===== src/rtl/i2c_addr_match_pkg.sv =====
package i2c_addr_match_pkg;

  typedef enum logic [1:0] {
    PH_IDLE  = 2'd0,  // no START since STOP/reset
    PH_FIRST = 2'd1,  // awaiting first address byte
    PH_LOW   = 2'd2,  // awaiting 10-bit low byte
    PH_DATA  = 2'd3   // address phase over until next START
  } addr_phase_t;

  localparam logic [4:0] TEN_BIT_PREFIX = 5'b11110;

endpackage


===== src/rtl/i2c_mask_cmp.sv =====
module i2c_mask_cmp #(
  parameter int W = 7
) (
  input  logic [W-1:0] rx_i,
  input  logic [W-1:0] ref_i,
  input  logic [W-1:0] care_n_i,
  output logic         hit_o
);
  always_comb hit_o = ((rx_i ^ ref_i) & ~care_n_i) == '0;
endmodule


===== src/rtl/i2c_addr_seq.sv =====
module i2c_addr_seq
  import i2c_addr_match_pkg::*;
#(
  parameter int BYTE_W = 8
) (
  input  logic              clk,
  input  logic              rst,
  input  logic              enable_i,
  input  logic              addr10_en_i,
  input  logic              gcall_en_i,
  input  logic              start_i,
  input  logic              stop_i,
  input  logic              byte_vld_i,
  input  logic [BYTE_W-1:0] byte_i,
  input  logic              hit7_i,
  input  logic              hit_hdr_i,
  input  logic              hit_low_i,
  output logic              match_o,
  output logic              rw_o,
  output logic              selected_o,
  output logic              slave_read_o,
  output logic              gcall_o
);
  addr_phase_t phase_q;
  logic        hold10_q;
  logic        is_gcall;
  logic        dir_bit;

  always_comb begin
    is_gcall = gcall_en_i && (byte_i == '0);
    dir_bit  = byte_i[0];
  end

  always_ff @(posedge clk) begin
    if (rst || !enable_i) begin
      phase_q      <= PH_IDLE;
      hold10_q     <= 1'b0;
      match_o      <= 1'b0;
      rw_o         <= 1'b0;
      selected_o   <= 1'b0;
      slave_read_o <= 1'b0;
      gcall_o      <= 1'b0;
    end else begin
      match_o <= 1'b0;
      if (stop_i) begin
        phase_q      <= PH_IDLE;
        hold10_q     <= 1'b0;
        rw_o         <= 1'b0;
        selected_o   <= 1'b0;
        slave_read_o <= 1'b0;
        gcall_o      <= 1'b0;
      end else if (start_i) begin
        phase_q      <= PH_FIRST;
        rw_o         <= 1'b0;
        selected_o   <= 1'b0;
        slave_read_o <= 1'b0;
        gcall_o      <= 1'b0;
      end else if (byte_vld_i) begin
        case (phase_q)
          PH_FIRST: begin
            phase_q <= PH_DATA;
            if (is_gcall) begin
              match_o    <= 1'b1;
              selected_o <= 1'b1;
              gcall_o    <= 1'b1;
              hold10_q   <= 1'b0;
            end else if (!addr10_en_i) begin
              if (hit7_i) begin
                match_o      <= 1'b1;
                selected_o   <= 1'b1;
                rw_o         <= dir_bit;
                slave_read_o <= dir_bit;
              end
            end else if (hit_hdr_i) begin
              if (!dir_bit) begin
                phase_q <= PH_LOW;
              end else if (hold10_q) begin
                match_o      <= 1'b1;
                selected_o   <= 1'b1;
                rw_o         <= 1'b1;
                slave_read_o <= 1'b1;
              end
            end else begin
              hold10_q <= 1'b0;
            end
          end
          PH_LOW: begin
            phase_q <= PH_DATA;
            if (hit_low_i) begin
              match_o    <= 1'b1;
              selected_o <= 1'b1;
              hold10_q   <= 1'b1;
            end else begin
              hold10_q <= 1'b0;
            end
          end
          default: ;
        endcase
      end
    end
  end
endmodule


===== src/rtl/i2c_addr_match.sv =====
module i2c_addr_match
  import i2c_addr_match_pkg::*;
#(
  parameter int ADDR_W = 10,
  parameter int BYTE_W = 8
) (
  input  logic              clk,
  input  logic              rst,
  input  logic              enable_i,
  input  logic              addr10_en_i,
  input  logic              gcall_en_i,
  input  logic [ADDR_W-1:0] dev_addr_i,
  input  logic [ADDR_W-1:0] addr_mask_i,
  input  logic              start_i,
  input  logic              stop_i,
  input  logic              byte_vld_i,
  input  logic [BYTE_W-1:0] byte_i,
  output logic              match_o,
  output logic              rw_o,
  output logic              selected_o,
  output logic              slave_read_o,
  output logic              gcall_o
);
  localparam int SHORT_W = BYTE_W - 1;       // 7-bit address field
  localparam int HI_W    = ADDR_W - BYTE_W;  // header AA field

  logic hit7, hit_hi, hit_low, hit_hdr;

  i2c_mask_cmp #(.W(SHORT_W)) u_cmp7 (
    .rx_i     (byte_i[BYTE_W-1:1]),
    .ref_i    (dev_addr_i[SHORT_W-1:0]),
    .care_n_i (addr_mask_i[SHORT_W-1:0]),
    .hit_o    (hit7)
  );

  i2c_mask_cmp #(.W(HI_W)) u_cmp_hi (
    .rx_i     (byte_i[HI_W:1]),
    .ref_i    (dev_addr_i[ADDR_W-1:BYTE_W]),
    .care_n_i (addr_mask_i[ADDR_W-1:BYTE_W]),
    .hit_o    (hit_hi)
  );

  i2c_mask_cmp #(.W(BYTE_W)) u_cmp_lo (
    .rx_i     (byte_i),
    .ref_i    (dev_addr_i[BYTE_W-1:0]),
    .care_n_i (addr_mask_i[BYTE_W-1:0]),
    .hit_o    (hit_low)
  );

  always_comb hit_hdr = (byte_i[BYTE_W-1:HI_W+1] == TEN_BIT_PREFIX) && hit_hi;

  i2c_addr_seq #(.BYTE_W(BYTE_W)) u_seq (
    .clk          (clk),
    .rst          (rst),
    .enable_i     (enable_i),
    .addr10_en_i  (addr10_en_i),
    .gcall_en_i   (gcall_en_i),
    .start_i      (start_i),
    .stop_i       (stop_i),
    .byte_vld_i   (byte_vld_i),
    .byte_i       (byte_i),
    .hit7_i       (hit7),
    .hit_hdr_i    (hit_hdr),
    .hit_low_i    (hit_low),
    .match_o      (match_o),
    .rw_o         (rw_o),
    .selected_o   (selected_o),
    .slave_read_o (slave_read_o),
    .gcall_o      (gcall_o)
  );
endmodule


===== config.mk =====
export PLATFORM = sky130hd
export DESIGN_NAME = i2c_addr_match
export DESIGN_NICKNAME = d
export VERILOG_FILES = /design/src/rtl/i2c_addr_match_pkg.sv /design/src/rtl/i2c_mask_cmp.sv /design/src/rtl/i2c_addr_seq.sv /design/src/rtl/i2c_addr_match.sv
export SDC_FILE = /design/constraint.sdc
export NUM_CORES = 1
export LEC_CHECK = 0
export BUFFER_PORTS_ARGS = -buffer_cell sky130_fd_sc_hd__buf_2
export CAP_MARGIN = 5
export CORE_MARGIN = 4
export CORE_UTILIZATION = 30
export DETAILED_ROUTE_END_ITERATION = 12
export PLACE_DENSITY = 0.67
export SETUP_SLACK_MARGIN = 0.1
export SYNTH_ARGS = -nofsm -noshare
export SYNTH_HDL_FRONTEND = slang
export SYNTH_SLANG_ARGS = --single-unit

===== constraint.sdc =====
create_clock -name clk -period 3 [get_ports clk]
set_input_delay 0.3 -clock clk [delete_from_list [all_inputs] [get_ports clk]]
set_output_delay 0.3 -clock clk [all_outputs]
set_load 0.005 [all_outputs]

## Word-level counts from Yosys, hierarchy flattened

Index checks and enable logic that the tools add are counted.

- Register bits after elaboration: 7
- Input port bits: 36
- Output and inout bits: 5
- Word-level logic and storage cells: 82

- Eq/ne operators: 13
- Muxes and demuxes: 29
- Bitwise logic cells: 12
- Reductions and logical operators: 21

Operators with widths:

| kind | number |
|---|---|
| $mux 1 | 22 |
| $logic_not 8->1 | 2 |
| $reduce_and 7->1 | 2 |
| $ne 4x3->1 const B | 3 |
| $and 8x8->8 | 1 |
| $not 8->8 | 1 |
| $xor 8x8->8 | 1 |
| $and 7x7->7 | 1 |
| $logic_not 7->1 | 1 |
| $not 7->7 | 1 |
| $xor 7x7->7 | 1 |
| $mux 2 | 3 |
| $ne 2x1->1 const B | 3 |
| $ne 3x2->1 const B | 2 |
| $pmux 1 s2 | 3 |
| $reduce_bool 2->1 | 3 |
| $eq 5x5->1 const B | 1 |
| $reduce_and 5->1 | 1 |
| $ne 4x2->1 const B | 1 |
| $pmux 2 s2 | 1 |
| $reduce_and 2->1 | 2 |
| $reduce_or 4->1 | 1 |
| $not 1->1 | 3 |
| $reduce_and 3->1 | 1 |
| 13 further kinds | 14 |

## Longest topological paths before layout

Gate-level depths: netlist of run 1.

- Depth after elaboration: 10
- Mapped depth: 6

## Hierarchy

Synthesis of run 1 repeated with hierarchy kept, for this count alone.

- Cell total of the unflattened synthesis: 81
- Area total of the unflattened synthesis: 698.2 µm²

Modules (own cells, without submodules):

| module | times used | cells each | area each (µm²) |
|---|---|---|---|
| i2c_addr_seq | 1 | 51 | 449.2 |
| i2c_mask_cmp (u_cmp_lo) | 1 | 13 | 107.6 |
| i2c_mask_cmp (u_cmp7) | 1 | 12 | 96.3 |
| i2c_mask_cmp (u_cmp_hi) | 1 | 3 | 26.3 |
| i2c_addr_match | 1 | 2 | 18.8 |

## Worst setup path before layout of run 1

Ideal clock, no wire load.

- Path kind: register to register
- Start point: reg u_seq.phase_q[0]
- End point: reg u_seq.hold10_q
- Arrival: 1346 ps
- Required time: 2928 ps
- Path slack: 1582 ps
- Stages on the path, launching flop included: 6
- Period minus slack after synthesis: 1418 ps
- Cell sequence: dfxtp_1 inv_1 ha_1 or2b_2 a311oi_2 mux2i_1

- Word-level cells in the longest chain between the ends: 3
- Elaborated cells on any way between the ends: 7
- Classes of those cells: eq/ne (4); mux (1); reduce/logical (2)

RTL lines:

| item | line | source |
|---|---|---|
| start, declared | i2c_addr_seq.sv:24 | `addr_phase_t phase_q;` |
| start signal, assigned | i2c_addr_seq.sv:36 | `phase_q <= PH_IDLE;` |
| start signal, assigned | i2c_addr_seq.sv:46 | `phase_q <= PH_IDLE;` |
| start signal, assigned | i2c_addr_seq.sv:53 | `phase_q <= PH_FIRST;` |
| $eq 2x1->1 or $eq 2x2->1 (tied branches) | i2c_addr_seq.sv:59 | `case (phase_q)` |
| $ne 3x2->1 (no line) or $reduce_bool 2->1 (tied branches) | - |  |
| $reduce_and 5->1 (no line) | - |  |
| end signal, assigned | i2c_addr_seq.sv:66 | `hold10_q <= 1'b0;` |
| end signal, assigned | i2c_addr_seq.sv:84 | `hold10_q <= 1'b0;` |
| end signal, assigned | i2c_addr_seq.sv:92 | `hold10_q <= 1'b1;` |
| end, declared | i2c_addr_seq.sv:25 | `logic hold10_q;` |

Several ways; a longest one is shown, not always the timed one.
A chain may end at the register's enable or synchronous reset.

## Worst setup path after layout of run 1

Ends and elaborated chain as after synthesis.

==> results of run 1 <==
[worst paths after layout]
path / from / end / depth (start not counted)
max reg2reg: u_seq.phase_q[0]$_SDFFE_PP0P_ / u_seq.hold10_q$_SDFFE_PP0P_ / 5
min: start_i / u_seq.phase_q[0]$_SDFFE_PP0P_ / 3
max: u_seq.phase_q[0]$_SDFFE_PP0P_ / u_seq.hold10_q$_SDFFE_PP0P_ / 5
min reg2reg: u_seq.selected_o$_SDFFE_PP0P_ / u_seq.selected_o$_SDFFE_PP0P_ / 2
[sequential cells by signal (all words and copies together) (netlist names)]
signal and cells:
u_seq.phase_q 2, u_seq.rw_o 1, u_seq.gcall_o 1, u_seq.hold10_q 1, u_seq.selected_o 1, u_seq.match_o 1
[cell families (layout without fill, tap and decap cells)]
kind of cell | after synthesis | in the layout
muxes | 1 | 1
adders and majority gates | 2 | 2
xor gates and xnor gates | 17 | 17
DFF | 7 | 7
buffers and inverters | 6 | 49
and+or+nand+nor | 26 | 26
AOI/OAI and AO/OA | 20 | 20
[power breakdown]
| group | internal (uW) | switching [uW] | leakage (uW) |
|---|---|---|---|
| Clock | 50.8 | 36.1 | 0.0000150 |
| Sequential | 93.5 | 0.299 | 0.0000564 |
| Combinational | 44.1 | 39.6 | 0.000302 |
| Total | 188 | 76.0 | 0.000374 |
[through the flow]
stage	total power (uW)	util
after floorplan	137	-
after global placement	177	0.436
after detailed placement	179	0.436
after CTS	267	0.449
after global routing	283	0.449
final	264	0.449
[layer usage]
| layer | track usage | vias to the layer above |
|---|---|---|
| met2 | 0.263 | 24 |
| li1 | - | 376 |
| met4 | 0.0249 | 0 |
| met1 | 0.150 | 338 |
| met5 | 0 | - |
| met3 | 0.0545 | 0 |
[layout by cell type (no fill, tap or decap), types with 2 or more instances in the layout]
master	instances
nand3_1	2
nor2b_1	2
nor3_1	2
buf_2	40
nand2_1	6
o22ai_1	6
dfxtp_1	7
a21oi_1	4
clkbuf_4	3
inv_1	5
o221ai_1	2
xnor2_1	17
nor3b_1	2
ha_1	2
nor4_1	2
nor2_1	3
[tightest hold or removal path, cell delays in order]
cell and delay [ps]:
buf_2 120, a21oi_1 50, nor2b_1 90
[area by class of cell]
class	instances	area share
flip-flops and latches	7	0.156
repair buffers	40	0.223
inverters	5	0.0209
well taps	27	0.0376
clock buffers	4	0.0292
multi-input cells	66	0.534
==> run metrics, run 1 <==
critical path class register to register; Top Layer Used met3; Worst Path Arrival 1710 ps; CTS clk-pin slew, worst paths 50 ps; CP Capture Type register; clk sinks 7; largest family of logic cells by synthesized area simple AND/OR/NAND/NOR gates; initial core utilization 0.323; gpl congestion 0.820; critical path peak fanout 3; crit-path max cell delay 340 ps; FMAX 657 MHz; WP data required 3180 ps; Max Cap Viol 0; pwr dens 294 mW/mm^2; number of synthesized flops with an enable pin 0; Die Y 54.4 um; Synthesis Warnings 0; hold_buf cts 0; sequential area share after synthesis 0.217; Primary FF master, synth dfxtp_1; DP HPWL 1.64 mm; nets 161; Pre-Repair DR Iteration Count 4; CP bufs+invs 1; vias per cell 4.95; family with the most delay on the worst path flip-flops; max-slew violations 0; Root Driver clkbuf_4; Antenna Cells 0; Placed Cells 145; Detail Route Antenna Nets 0; port buffer count 40; Synth area leaders xnor2_1, dfxtp_1, o22ai_1; simple-gate share of the synthesized area 0.242; initial antenna violation count 0; I/O pin cnt 41; adder-cell share of the synthesized area 0.0387; post-layout min period 1520 ps; wl on met1 796 um; share of layout cells above drive strength 1 0.385; CP Cell Sequence inv_1 -> ha_1 -> or2b_2 -> a311oi_2 -> mux2i_1; post-synthesis compound-gate area fraction 0.217; R2R setup slack 1480 ps; clk_skew 1.85 ps; vias 738; CTS resizes 0; crit start category register; Routed met3 length 114 um; Mapped Nets 117; Syn Area/Cell 8.19 um^2; outcome finished, final reports clean; most common cell in the netlist xnor2_1; Worst-Margin Slew 411 ps; DIE AREA 0.00296 mm^2; final WL 1.93 mm; Area Overhead vs Synth 39.1%; area leader, netlist xnor2_1; TritonCTS clock tree built; worst hold path class input pin to register; fin area 900 um^2; post-CTS setup buffer count 0; clk buf depth 2; Filler Cells Inserted 210; Leakage Power 0.000374 uW; final hold vios 0; Syn Inst Count 79; Die W 54.4 um; H-tree depth 1; row cnt 16; CTS buffer count 3; number of library cell types mapped by synthesis 31; Mapped Area 647 um^2; Worst-Skew Late Latency 250 ps; largest net degree at the start of global routing 7; post-route setup TNS 0 ps; asr flop ratio synth 0; Non-Filler Instances 149; GRT Total Usage 0.141; Final WS setup 1480 ps; metal2 WL 1.02 mm; Sequential Area 140 um^2; Hold WS 345 ps; Yosys top cell area share 0.230; DR iter-0 viols 15; period utilization 0.507; slowest library cell on the worst path dfxtp_1; DRC 0; multiplexer area fraction after synthesis 0.0155; final setup fails 0; Setup WS pre-CTS 1340 ps; first-pass GRT wire length 3.02 mm; drt wl/cell 13.0 um; commonest cells in the netlist xnor2_1, dfxtp_1, nand2_1, o22ai_1, inv_1; Core Region 0.00200 mm^2; xor/xnor share of the synthesized area 0.230; flops & latches, synth 7; Area after DPL 873 um^2; VDD IR max 0.213 mV; RSZ-0062 raised after global routing false; number of global-route vias before repair 746; slew margin rel. 0.726; GR Overflow Total 0; multi-input combinational cell area 480 um^2
Note: power is estimated with default switching activity, not from simulation.
==> run 2: changes to the inputs <==
--- a/config.mk
+++ b/config.mk
@@ -10,7 +10,7 @@
 export CORE_MARGIN = 4
 export CORE_UTILIZATION = 30
 export DETAILED_ROUTE_END_ITERATION = 12
-export PLACE_DENSITY = 0.67
+export PLACE_DENSITY = 0.69
 export SETUP_SLACK_MARGIN = 0.1
 export SYNTH_ARGS = -nofsm -noshare
 export SYNTH_HDL_FRONTEND = slang
==> constraint.sdc (replaced) <==
create_clock -name clk -period 1.3 [get_ports clk]
set_input_delay 0.13 -clock clk [delete_from_list [all_inputs] [get_ports clk]]
set_output_delay 0.13 -clock clk [all_outputs]
set_load 0.005 [all_outputs]
==> run metrics, run 2 (synthesis results as in run 1) <==
Worst-Margin Slew 289 ps (-122 ps); H-tree depth 1 (unchanged); gpl congestion 0.822 (+0.26%); max-slew violations 0 (unchanged); max reg flops 2 (unchanged); Leakage Power 0.000471 uW (+26%); Most flops, register u_seq.phase_q; DP HPWL 1.69 mm (+2.9%); TritonCTS clock tree built; GRT Total Usage 0.150 (+0.00920); Die Y 54.4 um (unchanged); outcome complete, but fails checks; Core Region 0.00200 mm^2 (unchanged); Root Driver clkbuf_4; failing checks negative setup slack; vias per cell 4.95 (about the same); commonest non-fill, non-tap cell in the layout buf_2; share of layout cells above drive strength 1 0.551 (+0.166); critical path class register to register; CP Cell Sequence inv_2 -> ha_4 -> or2b_4 -> a311oi_2 -> mux2i_1; clk sinks 7 (unchanged); Max Cap Viol 0 (unchanged); DIE AREA 0.00296 mm^2 (unchanged); Worst-Skew Late Latency 250 ps (about the same); drt wl/cell 12.6 um (-3.1%); VDD IR max 0.252 mV (+18%); first-pass GRT wire length 3.21 mm (+6.4%); nets 175 (+8.7%); final hold vios 0 (unchanged); Pre-Repair DR Iteration Count 4 (unchanged); Detail Route Antenna Nets 0 (unchanged); row cnt 16 (unchanged); WP data required 1490 ps (-1690 ps); R2R setup slack -30 ps (-1510 ps); Area Overhead vs Synth 68.7%; post-layout min period 1330 ps (-193 ps); DRC 0 (unchanged); clk_skew 3.93 ps (+2.08 ps); port buffer count 40 (unchanged); CTS clk-pin slew, worst paths 60 ps (about the same); Worst Path Arrival 1520 ps (-190 ps); initial core utilization 0.323 (unchanged); period utilization 1.02 (+0.515); CP Capture Type register; clk buf depth 2 (unchanged); crit start category register; slew margin rel. 0.806 (+0.0799); DR iter-0 viols 10 (-5); Final WS setup -28.5 ps (-1510 ps); Area after DPL 988 um^2 (+13%); number of global-route vias before repair 779 (+4.4%); most frequent cells in the layout buf_2, buf_4, xnor2_1; GR Overflow Total 0 (unchanged); final setup fails 1 (+1); I/O pin cnt 41 (unchanged); slowest library cell on the worst path dfxtp_2; critical path peak fanout 2 (-1); Die W 54.4 um (unchanged); CTS buffer count 3 (unchanged); pwr dens 607 mW/mm^2 (+110%); FMAX 753 MHz (+15%); worst hold path class input pin to register; RSZ-0062 raised after global routing true; fin area 0.00109 mm^2 (+21%); final core utilization 0.545 (+0.0956); Antenna Cells 0 (unchanged); vias 807 (+9.3%); final WL 2.05 mm (+6.0%); crit-path max cell delay 330 ps (about the same); largest net degree at the start of global routing 6 (-1); initial antenna violation count 0 (unchanged)
[run 2: changes by cell type in the layout (fill, tap and decap cells not counted), sizes merged]
cell,previous run,this run
buf,40,54
[run 2: critical path: cells and delay by family, from the launching register on]
family	cells	cell delay [ps]
AND/OR/NAND/NOR	1	250
flip-flops	1	330
multiplexers	1	200
adder cells (fa/ha/maj)	1	210
buffers and inverters	1	50
AO/OA/AOI/OAI	1	230
[run 2: timing repair]
| item | CTS | global route |
|---|---|---|
| hold buffers | 0 | 0 |
| pin swaps | 1 | 12 |
| hold endpoints to repair | 0 | 0 |
| endpoints found under the setup margin | 3 | 6 |
| resized for setup | 2 | 13 |
| buffers inserted | 0 | 1 |
[run 2: routing by layer]
metal / part of all wire / vias up / GRT usage
li1: - / 402 / -
met1: 0.43 / 382 / 0.180
met2: 0.52 / 23 / 0.261
met3: 0.050 / 0 / 0.0272
met4: 0 / 0 / 0.0622
met5: 0 / - / 0
[run 2: report_power, final]
| part | internal [uW] | switching (uW) | total (uW) |
|---|---|---|---|
| registers | 216 | 0.794 | 217 |
| clock network | 118 | 86.5 | 204 |
| logic | 135 | 106 | 241 |
[run 2: stage by stage]
stage               instances  power, uW  setup TNS [ps]  hold slack, ps  setup WS [ps]
floorplan                  79        319           -12.7             268          -12.7
global placement          158        437            -445             413           -140
detailed placement        158        440            -526             413           -142
CTS                       162        650           -35.6             145          -35.6
global route              163        705            -141             155           -100
finish                    163        662           -28.5             156          -28.5
[run 2: path summary, 6_finish.rpt]
path / start / cells past startpoint / to
max: u_seq.phase_q[0]$_SDFFE_PP0P_ / 5 / u_seq.hold10_q$_SDFFE_PP0P_
min: start_i / 3 / u_seq.phase_q[0]$_SDFFE_PP0P_
max reg2reg: u_seq.phase_q[0]$_SDFFE_PP0P_ / 5 / u_seq.hold10_q$_SDFFE_PP0P_
min reg2reg: u_seq.selected_o$_SDFFE_PP0P_ / 2 / u_seq.selected_o$_SDFFE_PP0P_
[run 2: layout make-up]
cell class,instances,area [um^2]
multi-input cells,66,559
clock buffers,4,26.3
fillers,189,911
well taps,27,33.8
flip-flops and latches,7,143
inverters,5,18.8
repair buffers,54,310
==> run 3: changes to the inputs <==
--- a/config.mk
+++ b/config.mk
@@ -7,6 +7,7 @@
 export LEC_CHECK = 0
 export BUFFER_PORTS_ARGS = -buffer_cell sky130_fd_sc_hd__buf_2
 export CAP_MARGIN = 5
+export CORE_ASPECT_RATIO = 0.7
 export CORE_MARGIN = 4
 export CORE_UTILIZATION = 30
 export DETAILED_ROUTE_END_ITERATION = 12
==> run metrics, run 3 (synthesis results as in run 1) <==
DP HPWL 1.89 mm (+12%); most frequent cells in the layout buf_2, buf_4, xnor2_1; crit start category register; GRT Total Usage 0.151 (+0.000844); Max Cap Viol 0 (unchanged); failing checks negative setup slack; period utilization 1.04 (+0.0206); critical path depth 5 (unchanged); number of global-route vias before repair 777 (-0.26%); DIE AREA 0.00297 mm^2 (+0.40%); TritonCTS clock tree built; DRC 0 (unchanged); Die Y 46.9 um (-14%); Worst Path Arrival 1550 ps (+30 ps); Detail Route Antenna Nets 0 (unchanged); CP Capture Type register; final core utilization 0.583 (+0.0383); Die W 63.5 um (+17%); Worst-Margin Slew 265 ps (-23.7 ps); DR iter-0 viols 32 (+22); final WL 2.53 mm (+24%); final setup fails 1 (unchanged); VDD IR max 0.299 mV (+19%); initial core utilization 0.331 (+0.00829); Worst-Skew Late Latency 260 ps (about the same); Antenna Cells 0 (unchanged); critical path class register to register; total power 681 uW (+2.9%); slowest library cell on the worst path dfxtp_2; pwr dens 598 mW/mm^2 (-1.4%); CP bufs+invs 1 (unchanged); final hold vios 0 (unchanged); clk sinks 7 (unchanged); Final WS setup -55.4 ps (-26.8 ps); Sequential Area 143 um^2 (unchanged); family with the most delay on the worst path flip-flops; multi-input combinational cell area 593 um^2 (+6.0%); Area Overhead vs Synth 76.0%; GR Overflow Total 0 (unchanged); Root Driver clkbuf_4; port buffer count 40 (unchanged); Area after DPL 982 um^2 (-0.63%); vias per cell 5.27 (+6.4%); max-slew violations 0 (unchanged); worst hold path stage count 3 (unchanged); fin area 0.00114 mm^2 (+4.4%); Core Region 0.00195 mm^2 (-2.5%); outcome complete, but fails checks; gpl congestion 0.942 (+15%); Pre-Repair DR Iteration Count 4 (unchanged); Most flops, register u_seq.phase_q; initial antenna violation count 0 (unchanged); crit-path max cell delay 330 ps (about the same); I/O pin cnt 41 (unchanged); worst hold path class input pin to register; R2R cell count 5 (unchanged); max reg flops 2 (unchanged); CTS buffer count 3 (unchanged); FMAX 738 MHz (-2.0%); first-pass GRT wire length 3.46 mm (+7.9%); H-tree depth 1 (unchanged); nets 178 (+1.7%); commonest non-fill, non-tap cell in the layout buf_2; drt wl/cell 15.7 um (+25%); row cnt 13 (-3); CTS clk-pin slew, worst paths 50 ps (about the same); WP data required 1500 ps (about the same); post-layout min period 1360 ps (+26.8 ps); clk buf depth 2 (unchanged); CP Cell Sequence inv_2 -> ha_4 -> or2b_4 -> a311oi_4 -> mux2i_1; share of layout cells above drive strength 1 0.590 (+0.0385); critical path peak fanout 2 (unchanged); Filler Cells Inserted 169 (-11%); RSZ-0062 raised after global routing true; Leakage Power 0.000481 uW (+2.2%); Setup WS pre-CTS -181 ps (-39.3 ps); slew margin rel. 0.822 (+0.0161); Hold WS 180 ps (+24.2 ps); clk_skew 0.528 ps (-3.40 ps); largest net degree at the start of global routing 6 (unchanged); vias 848 (+5.1%)
==> run 3: report_power, final <==
group          switching [uW]  internal, uW  leakage, uW
registers               0.896           216    0.0000574
logic                     118           140     0.000408
clock network            89.3           118    0.0000150
total                     208           473     0.000481
==> run 3: per-layer routing <==
layer	up-vias	share of wire	track usage
met4	0	0.018	0.0129
met3	6	0.053	0.0335
met5	-	0	0
met1	405	0.43	0.178
met2	29	0.50	0.301
li1	408	-	-
==> run 3: timing repair <==
action | in CTS | in global routing
endpoints found under the setup margin | 3 | 6
resized for setup | 9 | 8
hold buffers | 0 | 0
setup buffers | 3 | 1
pin swaps | 12 | 5
==> run 3: final timing paths <==
kind	startpoint	endpoint	slack, ps
worst max-delay path	u_seq.phase_q[0]$_SDFFE_PP0P_	u_seq.hold10_q$_SDFFE_PP0P_	-60
worst min-delay path	start_i	u_seq.phase_q[0]$_SDFFE_PP0P_	180
worst max register to register	u_seq.phase_q[0]$_SDFFE_PP0P_	u_seq.hold10_q$_SDFFE_PP0P_	-60
worst min register to register	u_seq.selected_o$_SDFFE_PP0P_	u_seq.selected_o$_SDFFE_PP0P_	460
==> run 3: per-stage QoR <==
step	instances	TNS, ps
after floorplan	79	-12.7
after global placement	153	-726
after detailed placement	153	-774
after CTS	160	-49.8
after global routing	161	-110
final	161	-55.4
==> run 3: cell type report <==
| type | count | area share |
|---|---|---|
| multi-input combinational | 66 | 0.521 |
| clock buffer | 4 | 0.0231 |
| tap | 22 | 0.0242 |
| inverter | 5 | 0.0165 |
| timing repair buffer | 57 | 0.290 |
| sequential | 7 | 0.125 |
==> run 3: worst register-to-register path, cell delays in order (launching register included) <==
cell and delay, ps:
dfxtp_2 330, inv_2 50, ha_4 210, or2b_4 260
a311oi_4 230, mux2i_1 200
